<file path="config.mk">
export PLATFORM = sky130hd
export DESIGN_NAME = pll_mode_ctrl
export DESIGN_NICKNAME = d
export VERILOG_FILES = /design/src/rtl/mc_pkg.sv /design/src/rtl/mc_arbiter.sv /design/src/rtl/mc_bw_bank.sv /design/src/rtl/mc_status.sv /design/src/rtl/pll_mode_ctrl.sv
export SDC_FILE = /design/constraint.sdc
export NUM_CORES = 1
export LEC_CHECK = 0
export BUFFER_PORTS_ARGS = -buffer_cell sky130_fd_sc_hd__buf_2
export CAP_MARGIN = 20
export CORE_ASPECT_RATIO = 0.9
export CORE_MARGIN = 3
export CORE_UTILIZATION = 43
export CTS_CLUSTER_SIZE = 8
export DETAILED_ROUTE_END_ITERATION = 8
export PLACE_DENSITY = 0.75
export REMOVE_ABC_BUFFERS = 1
export SYNTH_ARGS = -nofsm -noshare
export SYNTH_HDL_FRONTEND = slang
export SYNTH_SLANG_ARGS = --single-unit
</file>
<file path="constraint.sdc">
create_clock -name clk -period 2.25 [get_ports clk]
set_input_delay 0.225 -clock clk [delete_from_list [all_inputs] [get_ports clk]]
set_output_delay 0.225 -clock clk [all_outputs]
set_load 0.005 [all_outputs]
</file>
<file path="src/rtl/mc_pkg.sv">
package mc_pkg;
    typedef enum logic [1:0] {
        MODE_FREE = 2'b00,
        MODE_ACQ  = 2'b01,
        MODE_LOCK = 2'b10,
        MODE_HOLD = 2'b11
    } mode_e;

    typedef enum logic [1:0] {
        BW_LOOP = 2'b00,
        BW_FAST = 2'b01,
        BW_EXIT = 2'b10
    } bw_e;
endpackage

</file>
<file path="src/rtl/mc_arbiter.sv">
module mc_arbiter #(
    parameter int N_IN  = 4,
    parameter int IDX_W = (N_IN > 1) ? $clog2(N_IN) : 1
) (
    input  logic [N_IN-1:0]  valid,
    output logic             any,
    output logic [IDX_W-1:0] pick
);
    logic [N_IN-1:0] first;

    genvar g;
    generate
        for (g = 0; g < N_IN; g++) begin : g_first
            if (g == 0) begin : g_lo
                assign first[g] = valid[g];
            end else begin : g_hi
                assign first[g] = valid[g] & ~(|valid[g-1:0]);
            end
        end
    endgenerate

    always_comb begin
        pick = '0;
        for (int i = 0; i < N_IN; i++) begin
            if (first[i]) pick = pick | IDX_W'(i);
        end
    end

    assign any = |valid;
endmodule

</file>
<file path="src/rtl/mc_bw_bank.sv">
module mc_bw_bank
    import mc_pkg::*;
#(
    parameter int              BW_W     = 6,
    parameter logic [BW_W-1:0] LOOP_RST = 4,
    parameter logic [BW_W-1:0] FAST_RST = 20,
    parameter logic [BW_W-1:0] EXIT_RST = 10
) (
    input  logic            clk,
    input  logic            rst_n,
    input  logic            upd,
    input  logic [BW_W-1:0] loop_pend,
    input  logic [BW_W-1:0] fast_pend,
    input  logic [BW_W-1:0] exit_pend,
    input  bw_e             which,
    output logic [BW_W-1:0] value
);
    typedef struct packed {
        logic [BW_W-1:0] loop_bw;
        logic [BW_W-1:0] fast_bw;
        logic [BW_W-1:0] exit_bw;
    } bank_t;

    bank_t bank_d, bank_q;

    always_comb begin
        bank_d = bank_q;
        if (upd) begin
            bank_d.loop_bw = loop_pend;
            bank_d.fast_bw = fast_pend;
            bank_d.exit_bw = exit_pend;
        end
    end

    always_ff @(posedge clk or negedge rst_n) begin
        if (!rst_n) bank_q <= '{loop_bw: LOOP_RST, fast_bw: FAST_RST, exit_bw: EXIT_RST};
        else        bank_q <= bank_d;
    end

    always_comb begin
        case (which)
            BW_FAST: value = bank_q.fast_bw;
            BW_EXIT: value = bank_q.exit_bw;
            default: value = bank_q.loop_bw;
        endcase
    end
endmodule

</file>
<file path="src/rtl/mc_status.sv">
module mc_status (
    input  logic clk,
    input  logic rst_n,
    input  logic live,
    input  logic wr,
    input  logic wdata,
    input  logic mask,
    output logic sticky,
    output logic irq
);
    logic sticky_d, sticky_q;

    always_comb begin
        sticky_d = sticky_q;
        if (wr && !wdata) sticky_d = 1'b0;
        if (live)         sticky_d = 1'b1;
    end

    always_ff @(posedge clk or negedge rst_n) begin
        if (!rst_n) sticky_q <= 1'b0;
        else        sticky_q <= sticky_d;
    end

    assign sticky = sticky_q;
    assign irq    = sticky_q & ~mask;
endmodule

</file>
<file path="src/rtl/pll_mode_ctrl.sv">
module pll_mode_ctrl
    import mc_pkg::*;
#(
    parameter int N_IN  = 4,
    parameter int BW_W  = 6,
    parameter int IDX_W = (N_IN > 1) ? $clog2(N_IN) : 1
) (
    input  logic             clk,
    input  logic             rst_n,
    input  logic [N_IN-1:0]  in_valid,
    input  logic             lol,
    input  logic             hist_valid,
    input  logic             force_hold,
    input  logic             fl_auto_en,
    input  logic             fl_force,
    input  logic             ramp_bypass,
    input  logic [1:0]       exit_bw_sel,
    input  logic [BW_W-1:0]  loop_bw_pend,
    input  logic [BW_W-1:0]  fast_bw_pend,
    input  logic [BW_W-1:0]  exit_bw_pend,
    input  logic             bw_update,
    input  logic             sticky_wr,
    input  logic             sticky_wdata,
    input  logic             irq_mask,
    output logic [1:0]       mode,
    output logic [IDX_W-1:0] sel_idx,
    output logic [1:0]       bw_sel,
    output logic [BW_W-1:0]  bw_value,
    output logic             ramp_req,
    output logic             hold_flag,
    output logic             hold_sticky,
    output logic             irq
);
    typedef struct packed {
        mode_e            mode;
        logic [IDX_W-1:0] sel;
        logic             from_hold;
    } ctl_t;

    ctl_t             ctl_d, ctl_q;
    logic             any_ok;
    logic [IDX_W-1:0] best;
    logic             cur_ok;
    logic             exit_phase;
    bw_e              bw_pick;

    mc_arbiter #(.N_IN(N_IN), .IDX_W(IDX_W)) i_arb (
        .valid (in_valid),
        .any   (any_ok),
        .pick  (best)
    );

    assign cur_ok = in_valid[ctl_q.sel];

    always_comb begin
        ctl_d = ctl_q;
        if (force_hold) begin
            ctl_d.mode      = MODE_HOLD;
            ctl_d.from_hold = 1'b0;
        end else begin
            case (ctl_q.mode)
                MODE_FREE, MODE_HOLD: begin
                    if (any_ok) begin
                        ctl_d.mode      = MODE_ACQ;
                        ctl_d.sel       = best;
                        ctl_d.from_hold = (ctl_q.mode == MODE_HOLD);
                    end
                end
                default: begin
                    if (!cur_ok) begin
                        if (any_ok) begin
                            ctl_d.mode = MODE_ACQ;
                            ctl_d.sel  = best;
                        end else begin
                            ctl_d.mode      = hist_valid ? MODE_HOLD : MODE_FREE;
                            ctl_d.from_hold = 1'b0;
                        end
                    end else if (ctl_q.mode == MODE_ACQ && !lol) begin
                        ctl_d.mode      = MODE_LOCK;
                        ctl_d.from_hold = 1'b0;
                    end else if (ctl_q.mode == MODE_LOCK && lol) begin
                        ctl_d.mode = MODE_ACQ;
                    end
                end
            endcase
        end
    end

    always_ff @(posedge clk or negedge rst_n) begin
        if (!rst_n) ctl_q <= '{mode: MODE_FREE, sel: '0, from_hold: 1'b0};
        else        ctl_q <= ctl_d;
    end

    assign exit_phase = (ctl_q.mode == MODE_ACQ) && ctl_q.from_hold;

    always_comb begin
        if (fl_force) begin
            bw_pick = BW_FAST;
        end else if (exit_phase && ramp_bypass) begin
            case (exit_bw_sel)
                2'b00:   bw_pick = BW_FAST;
                2'b01:   bw_pick = BW_EXIT;
                default: bw_pick = BW_LOOP;
            endcase
        end else if (fl_auto_en && lol) begin
            bw_pick = BW_FAST;
        end else begin
            bw_pick = BW_LOOP;
        end
    end

    mc_bw_bank #(.BW_W(BW_W)) i_bank (
        .clk       (clk),
        .rst_n     (rst_n),
        .upd       (bw_update),
        .loop_pend (loop_bw_pend),
        .fast_pend (fast_bw_pend),
        .exit_pend (exit_bw_pend),
        .which     (bw_pick),
        .value     (bw_value)
    );

    assign hold_flag = (ctl_q.mode == MODE_HOLD) || (ctl_q.mode == MODE_FREE);

    mc_status i_stat (
        .clk    (clk),
        .rst_n  (rst_n),
        .live   (hold_flag),
        .wr     (sticky_wr),
        .wdata  (sticky_wdata),
        .mask   (irq_mask),
        .sticky (hold_sticky),
        .irq    (irq)
    );

    assign mode     = ctl_q.mode;
    assign sel_idx  = ctl_q.sel;
    assign bw_sel   = bw_pick;
    assign ramp_req = exit_phase && !ramp_bypass;
endmodule

</file>
==> results of run 1 <==
-- power by group through the flow --
stage	combinational, W	sequential, W	clock, W
3_3_place_gp	0.000277	0.000525	0
3_5_place_dp	0.000288	0.000530	0
6_report	0.000342	0.000525	0.000313
2_1_floorplan	0.000158	0.000525	0
5_1_grt	0.000378	0.000532	0.000340
4_1_cts	0.000326	0.000523	0.000319
-- cell families after synthesis --
| logic type | count (synthesis) |
|---|---|
| AO/OA/AOI/OAI | 26 |
| buffers and inverters | 14 |
| flip-flops | 24 |
| adder cells (fa/ha/maj) | 5 |
| multiplexers | 21 |
| AND/OR/NAND/NOR | 32 |
-- layout by cell type (no fill, tap or decap), types with 2 or more instances in the layout --
master and count:
sky130_fd_sc_hd__a21oi_1 2, sky130_fd_sc_hd__a22oi_1 5, sky130_fd_sc_hd__a22oi_2 2, sky130_fd_sc_hd__buf_2 51, sky130_fd_sc_hd__buf_4 9, sky130_fd_sc_hd__buf_6 2, sky130_fd_sc_hd__clkbuf_4 3, sky130_fd_sc_hd__dfrtp_1 19
sky130_fd_sc_hd__dfstp_2 5, sky130_fd_sc_hd__ha_1 2, sky130_fd_sc_hd__ha_4 3, sky130_fd_sc_hd__inv_1 2, sky130_fd_sc_hd__inv_2 3, sky130_fd_sc_hd__mux2_2 18, sky130_fd_sc_hd__mux2i_1 2, sky130_fd_sc_hd__nand2_1 9
sky130_fd_sc_hd__nand2b_1 2, sky130_fd_sc_hd__nor2_1 8, sky130_fd_sc_hd__nor2b_1 2, sky130_fd_sc_hd__nor3_2 2, sky130_fd_sc_hd__o21ai_0 2, sky130_fd_sc_hd__o21ai_1 4, sky130_fd_sc_hd__o21ai_2 2
-- sequential cells by signal (all words and copies together) (netlist names) --
name           flops
mode               2
i_stat.sticky      1
sel_idx            2
ctl_q              1
i_bank.bank_q     18
-- per-stage QoR --
| stage | hold slack (ps) | setup WS (ps) | power [W] |
|---|---|---|---|
| finish | 124 | -188 | 0.00118 |
| global route | 106 | -321 | 0.00125 |
| CTS | 120 | -168 | 0.00117 |
| detailed placement | 239 | -79.5 | 0.000818 |
| global placement | 227 | -3.27 | 0.000802 |
| floorplan | -70.6 | 70.0 | 0.000683 |
-- worst paths after layout --
check	end	depth (start not counted)
max in group asynchronous	i_bank.bank_q[1]	2
min in group asynchronous	i_bank.bank_q[7]	2
setup reg to reg	mode[1]	6
setup / recovery	bw_value[3]	9
hold / removal	i_bank.bank_q[17]	2
hold reg to reg	i_stat.sticky	1
-- routing by layer --
metal / global-route usage (%) / routed length [µm] / vias up
met5: 0 / 0 / -
met2: 33.5 / 1760 / 35
met1: 21.6 / 1380 / 592
met4: 6.51 / 46 / 0
met3: 3.61 / 193 / 5
li1: - / - / 563
-- what timing repair did --
item / 4_1_cts / 5_1_grt
gates resized for setup: 22 / 5
setup buffers: 4 / 3
pin swaps: 3 / 3
endpoints found under the setup margin: 6 / 6
gates cloned: 0 / 0
hold buffers: 1 / 0
hold endpoints to repair: 19 / 0
-- final cells by class --
cell class | count | area [µm²] | share of cell area, %
clock buffer | 3 | 22.5 | 1.21
clock inverter | 1 | 30.0 | 1.62
inverter | 5 | 18.8 | 1.01
multi-input combinational | 84 | 756 | 40.6
sequential | 24 | 607 | 32.6
tap | 40 | 50.0 | 2.69
timing repair buffer | 64 | 375 | 20.2
==> qor_table.md, run 1 <==
| Item | Value | Unit |
|---|---|---|
| First-pass GRT wire length | 5450 | µm |
| Height of the die | 59.3 | µm |
| Startpoint of the worst register-to-register path | mode[1] | - |
| Total grt overflow | 0 | - |
| Multiplexer area fraction after synthesis | 18.1 | % |
| Power share of the combinational group | 29.0 | % |
| Cell count after synthesis | 122 | - |
| Cells along the critical path | inv_2 -> ha_4 -> nand3_4 -> or4b_4 -> ha_4 -> buf_12 -> nand2_1 -> o21ai_1 -> buf_2 | - |
| Critical path startpoint category | register | - |
| Unrepaired setup endpoints after global routing | yes | - |
| Max H-tree Level | 1 | - |
| Pin slew with the least headroom to its limit | 607 | ps |
| Area contributors post-synth | sky130_fd_sc_hd__dfrtp_1 35%, sky130_fd_sc_hd__mux2_2 15%, sky130_fd_sc_hd__dfstp_2 9.7% | - |
| Dominant cell by count in the synthesized netlist | sky130_fd_sc_hd__dfrtp_1 | - |
| Overall via count from detail_route | 1,195 | - |
| Number of rows in the core area | 18 | - |
| Violation count after the first detailed-route iteration | 17 | - |
| XOR/XNOR share of the synthesized area | 0 | % |
| Synthesis Warnings | 0 | - |
| Crit-path slowest cell | sky130_fd_sc_hd__or4b_4 | - |
| Max cap viols | 0 | - |
| Portion of the post-synthesis area used by sequential elements | 44.7 | % |
| Final RePlAce weighted congestion | 0.776 | - |
| Total detailed-routing wirelength | 3390 | µm |
| Worst skew pair latency | 310 | ps |
| Clock Sinks | 24 | - |
| Top Family by Delay on Critical Path | simple AND/OR/NAND/NOR gates | - |
| Clock root buffer master | sky130_fd_sc_hd__clkbuf_4 | - |
| Path type of the worst setup path | reg -> out | - |
| Top post-synthesis cells by count | 19 x sky130_fd_sc_hd__dfrtp_1, 18 x sky130_fd_sc_hd__mux2_2, 9 x sky130_fd_sc_hd__nand2_1, 8 x sky130_fd_sc_hd__nor2_1, 8 x sky130_fd_sc_hd__o21ai_0 | - |
| Crit path max fanout | 6 | - |
| Number of placed I/O pins | 52 | - |
| CTS tree | built | - |
| Critical Path RT | 2030 | ps |
| Biggest area consumer among synthesized cells | sky130_fd_sc_hd__dfrtp_1 | - |
| Post-synthesis share of cell area spent on and, or, nand and nor gates | 13.6 | % |
| Filler cell count | 245 | - |
| Total iterations of the first detailed-routing run | 4 | - |
| Synthesized-area fraction occupied by adder cells | 4.61 | % |
| Number of synthesized flops with an enable pin | 0 | - |
| Data arrival, critical path | 2210 | ps |
| Crit share post-route | 108 | % |
| Fraction of layout instances using a drive strength above 1 | 60.2 | % |
| Remaining antenna violation count after routing | 0 | - |
| Category of the worst setup path capture point | primary output | - |
| Final net count | 223 | - |
| Number of antenna violations at the first check in global routing | 0 | - |
| Total global-route track usage | 18.4 | % |
| Final setup viols | 6 | - |
| Number of synthesized register bits | 24 | - |
| Register-to-register path setup slack | 250 | ps |
| Area growth, synth to finish | 37.1 | % |
| Final setup TNS | -1060 | ps |
| Failing checks | setup timing | - |
| Min-Delay Path Class | in -> reg | - |
| Area of the mapped netlist | 1360 | µm² |
| Number of inserted diodes | 0 | - |
| Remaining max-slew budget at the tightest pin | 59.2 | % |
| Status | finished with violations | - |
| Maximum single-stage delay on the critical path | 510 | ps |
| Worst path buffer plus inverter count | 3 | - |
| Max clock buf depth | 2 | - |
| Average cell area after synthesis | 11.1 | µm² |
| Die W | 65.2 | µm |
| Post-synth ARST share | 100 | % |
| Pwr per Cell Area | 635 | nW/µm² |
| Yosys cell types | 36 | - |
| Floorplan die area | 3870 | µm² |
| Ys flop type | sky130_fd_sc_hd__dfrtp_1 | - |
| Final instance count without filler cells | 221 | - |
| Sequential power share | 44.5 | % |
| Post-Place Cells | 209 | - |
| Worst setup path start | mode[1] | - |
| Cts bufs inserted | 3 | - |
| Hold violation total from the final report | 0 | - |
| CP dominant cell by count | sky130_fd_sc_hd__ha_4 | - |
| HPWL after detailed placement | 2420 | µm |
| Wirelength per Cell | 15.3 | µm |
| Via count of the first global-routing pass | 1,207 | - |
| Complex-gate fraction of the synthesized area | 13.8 | % |
| Remaining DRCs | 0 | - |
| Dominant combinational cell family by area after synthesis | multiplexers | - |
| Worst Slack Setup Final | -188 | ps |
| Sw power | 0.000326 | W |
| Cell area after layout | 1860 | µm² |
| Proportion of netlist area held by the largest area contributor | 35.1 | % |
| Area of the core | 2880 | µm² |
| Maximum clock rate | 410 | MHz |
| Clock tree skew after final layout | 0.285 | ps |
| Register clock-pin slew on the reported worst setup and hold paths | 140 | ps |
| Cell area after placement | 1650 | µm² |
| Quantity of I/O buffers inserted on ports | 51 | - |
| Number of vias per cell | 5.41 | - |
| Leakage power | 0.848 | nW |
| Starting Density | 47.0 | % |
| Clock share of power | 26.5 | % |
| Minimum clock period after layout | 2440 | ps |
| Total internal power | 0.000855 | W |
| Start point of the worst hold path | loop_bw_pend[5] | - |
| Maximum vdd drop | 0.379 | mV |
| Largest net degree at the start of global routing | 25 | - |
| Final number of max-transition violations | 0 | - |
| Fraction of the core area covered by cells at the end of the flow | 64.5 | % |
| Net Sw Frac | 27.6 | % |
No activity file was read; power rests on OpenSTA's default activity.
==> run 2, diff against run 1 <==
--- a/config.mk
+++ b/config.mk
@@ -7,11 +7,11 @@
 export LEC_CHECK = 0
 export BUFFER_PORTS_ARGS = -buffer_cell sky130_fd_sc_hd__buf_2
 export CAP_MARGIN = 20
-export CORE_ASPECT_RATIO = 0.9
 export CORE_MARGIN = 3
 export CORE_UTILIZATION = 43
 export CTS_CLUSTER_SIZE = 8
 export DETAILED_ROUTE_END_ITERATION = 8
+export MAX_ROUTING_LAYER = met4
 export PLACE_DENSITY = 0.75
 export REMOVE_ABC_BUFFERS = 1
 export SYNTH_ARGS = -nofsm -noshare
==> run 2 against run 1 <==
Compared with the run above: the run still ends with setup timing left; sequential power barely moved; register-to-register slack improved by 150 ps; sequential cell count is the same; clock skew rose by 4.6 ps; maximum frequency is 0.89% lower; clock-buffer cell count up 1; utilization shrank 1.3 points; power is 9.4% lower; sequential share of layout area grew 0.74 points; first-iteration DRC count grew 18%; combinational power decreased by 6.4%; hold slack improved by 11 ps; critical path type unchanged; critical endpoint is now bw_value[0].
==> qor_table.md, run 2 (synthesis gave the netlist of run 1 again) <==
| Item | Value | Unit |
|---|---|---|
| Status | finished with violations | - |
| Failing checks | setup timing | - |
| Remaining max-slew budget at the tightest pin | 61.8 | % |
| Maximum single-stage delay on the critical path | 410 | ps |
| Cts bufs inserted | 3 | - |
| Pin slew with the least headroom to its limit | 568 | ps |
| Power share of the combinational group | 29.9 | % |
| Number of inserted diodes | 0 | - |
| Worst skew pair latency | 310 | ps |
| Overall via count from detail_route | 1,129 | - |
| First-pass GRT wire length | 5090 | µm |
| Maximum vdd drop | 0.292 | mV |
| Area of the core | 2880 | µm² |
| Total detailed-routing wirelength | 3050 | µm |
| Total grt overflow | 0 | - |
| Sw power | 0.000311 | W |
| WHS | 135 | ps |
| Final RePlAce weighted congestion | 0.876 | - |
| Height of the die | 62.2 | µm |
| Minimum clock period after layout | 2460 | ps |
| Multi-input gate area | 753 | µm² |
| Leakage power | 0.819 | nW |
| Maximum clock rate | 406 | MHz |
| Cells along the critical path | inv_2 -> ha_4 -> nand3_4 -> buf_6 -> a311o_1 -> buf_6 -> inv_4 -> ha_4 -> a22oi_1 -> o21ai_1 -> buf_2 | - |
| Worst slack at placement | -11.4 | ps |
| Area growth, synth to finish | 34.0 | % |
| Most flops, register | i_bank.bank_q | - |
| Die W | 62.2 | µm |
| Max H-tree Level | 1 | - |
| Via count of the first global-routing pass | 1,173 | - |
| Filler cell count | 243 | - |
| Crit-path slowest cell | sky130_fd_sc_hd__dfrtp_1 | - |
| Remaining DRCs | 0 | - |
| CTS tree | built | - |
| Remaining antenna violation count after routing | 0 | - |
| Category of the worst setup path capture point | primary output | - |
| Clock share of power | 21.0 | % |
| Final setup viols | 6 | - |
| Total internal power | 0.000759 | W |
| Worst setup path start | mode[1] | - |
| Largest net degree at the start of global routing | 25 | - |
| Critical Path RT | 2030 | ps |
| Final net count | 219 | - |
| Worst path buffer plus inverter count | 5 | - |
| Final setup TNS | -1180 | ps |
| Net Sw Frac | 29.1 | % |
| Pwr per Cell Area | 588 | nW/µm² |
| Clock tree skew after final layout | 4.90 | ps |
| Min-Delay Path Class | in -> reg | - |
| Quantity of I/O buffers inserted on ports | 51 | - |
| HPWL after detailed placement | 2260 | µm |
| Sequential power share | 49.1 | % |
| Data arrival, critical path | 2240 | ps |
| Fraction of layout instances using a drive strength above 1 | 58.8 | % |
| Register-to-register path setup slack | 400 | ps |
| Leading cell type in the layout, fill and taps excluded | sky130_fd_sc_hd__buf_2 | - |
| Start point of the worst hold path | fast_bw_pend[5] | - |
| Clock root buffer master | sky130_fd_sc_hd__clkbuf_4 | - |
| Final number of max-transition violations | 0 | - |
| Number of placed I/O pins | 52 | - |
| Total iterations of the first detailed-routing run | 4 | - |
| Max cap viols | 0 | - |
| Startpoint of the worst register-to-register path | mode[0] | - |
| Number of rows in the core area | 19 | - |
| Path type of the worst setup path | reg -> out | - |
| Top Family by Delay on Critical Path | compound AO/OA/AOI/OAI gates | - |
| Total global-route track usage | 16.1 | % |
| Crit share post-route | 109 | % |
| Clock Sinks | 24 | - |
| Unrepaired setup endpoints after global routing | yes | - |
| Register clock-pin slew on the reported worst setup and hold paths | 130 | ps |
| Violation count after the first detailed-route iteration | 20 | - |
| Number of vias per cell | 5.16 | - |
| Fraction of the core area covered by cells at the end of the flow | 63.2 | % |
| Hold violation total from the final report | 0 | - |
| Floorplan die area | 3860 | µm² |
| Worst Slack Setup Final | -210 | ps |
| Critical path startpoint category | register | - |
| Wirelength per Cell | 13.9 | µm |
| Overall power of the completed layout | 0.00107 | W |
| Max FFs per register | 18 | - |
| Max clock buf depth | 2 | - |
| Crit path max fanout | 6 | - |
| Reg area | 607 | µm² |
| Starting Density | 47.2 | % |
| Highest-count cells in the layout ignoring fill and taps | 51 x sky130_fd_sc_hd__buf_2, 19 x sky130_fd_sc_hd__dfrtp_1, 18 x sky130_fd_sc_hd__mux2_2, 9 x sky130_fd_sc_hd__nand2_1, 8 x sky130_fd_sc_hd__nor2_1 | - |
| Number of antenna violations at the first check in global routing | 0 | - |
[run 2: changes by cell type in the layout (fill, tap and decap cells not counted)]
cell	before	now
sky130_fd_sc_hd__clkbuf_8	0	1
sky130_fd_sc_hd__a22oi_2	2	3
sky130_fd_sc_hd__o21ai_1	4	6
sky130_fd_sc_hd__o21ai_2	2	0
sky130_fd_sc_hd__bufinv_16	1	0
sky130_fd_sc_hd__inv_2	3	1
sky130_fd_sc_hd__inv_4	0	2
sky130_fd_sc_hd__buf_4	9	5
sky130_fd_sc_hd__a22oi_1	5	4
[run 2: worst paths after layout]
path                                           to  cells after the start
worst max-delay path                  bw_value[0]                     11
worst min-delay path            i_bank.bank_q[11]                      2
worst max register to register         sel_idx[0]                      7
worst min register to register      i_stat.sticky                      1
max in group asynchronous        i_bank.bank_q[3]                      2
min in group asynchronous       i_bank.bank_q[16]                      2
[run 2: layer usage]
layer	vias to the layer above	track usage, %	wire, µm
met5	-	-	0
met4	0	4.14	10
met3	2	3.96	197
met2	35	27.8	1560
met1	541	18.8	1270
li1	551	-	-
[run 2: layout make-up]
type	count	share of cell area, %
repair buffers	60	19.0
multi-input cells	84	41.4
clock buffers	4	2.00
flip-flops and latches	24	33.4
inverters	5	1.31
well taps	42	2.89
[run 2: power by group through the flow]
| stage | combinational, W | sequential [W] | clock [W] |
|---|---|---|---|
| finish | 0.000320 | 0.000525 | 0.000225 |
| global placement | 0.000273 | 0.000526 | 0 |
| detailed placement | 0.000283 | 0.000530 | 0 |
| global route | 0.000349 | 0.000533 | 0.000250 |
| CTS | 0.000315 | 0.000525 | 0.000233 |
| floorplan | 0.000158 | 0.000525 | 0 |
[run 2: stage by stage]
step           instance area (µm²)  cells
4_1_cts                       1800    218
3_3_place_gp                  1640    210
2_1_floorplan                 1310    113
3_5_place_dp                  1640    210
5_1_grt                       1820    219
6_report                      1820    219
[run 2: timing repair]
| action | in CTS | in global routing |
|---|---|---|
| endpoints found under the setup margin | 6 | 6 |
| setup buffers | 3 | 1 |
| gates resized for setup | 27 | 1 |
| gates cloned | 0 | 0 |
| pin swaps | 9 | 3 |
| hold buffers | 1 | 0 |
| endpoints found under the hold margin | 19 | 0 |
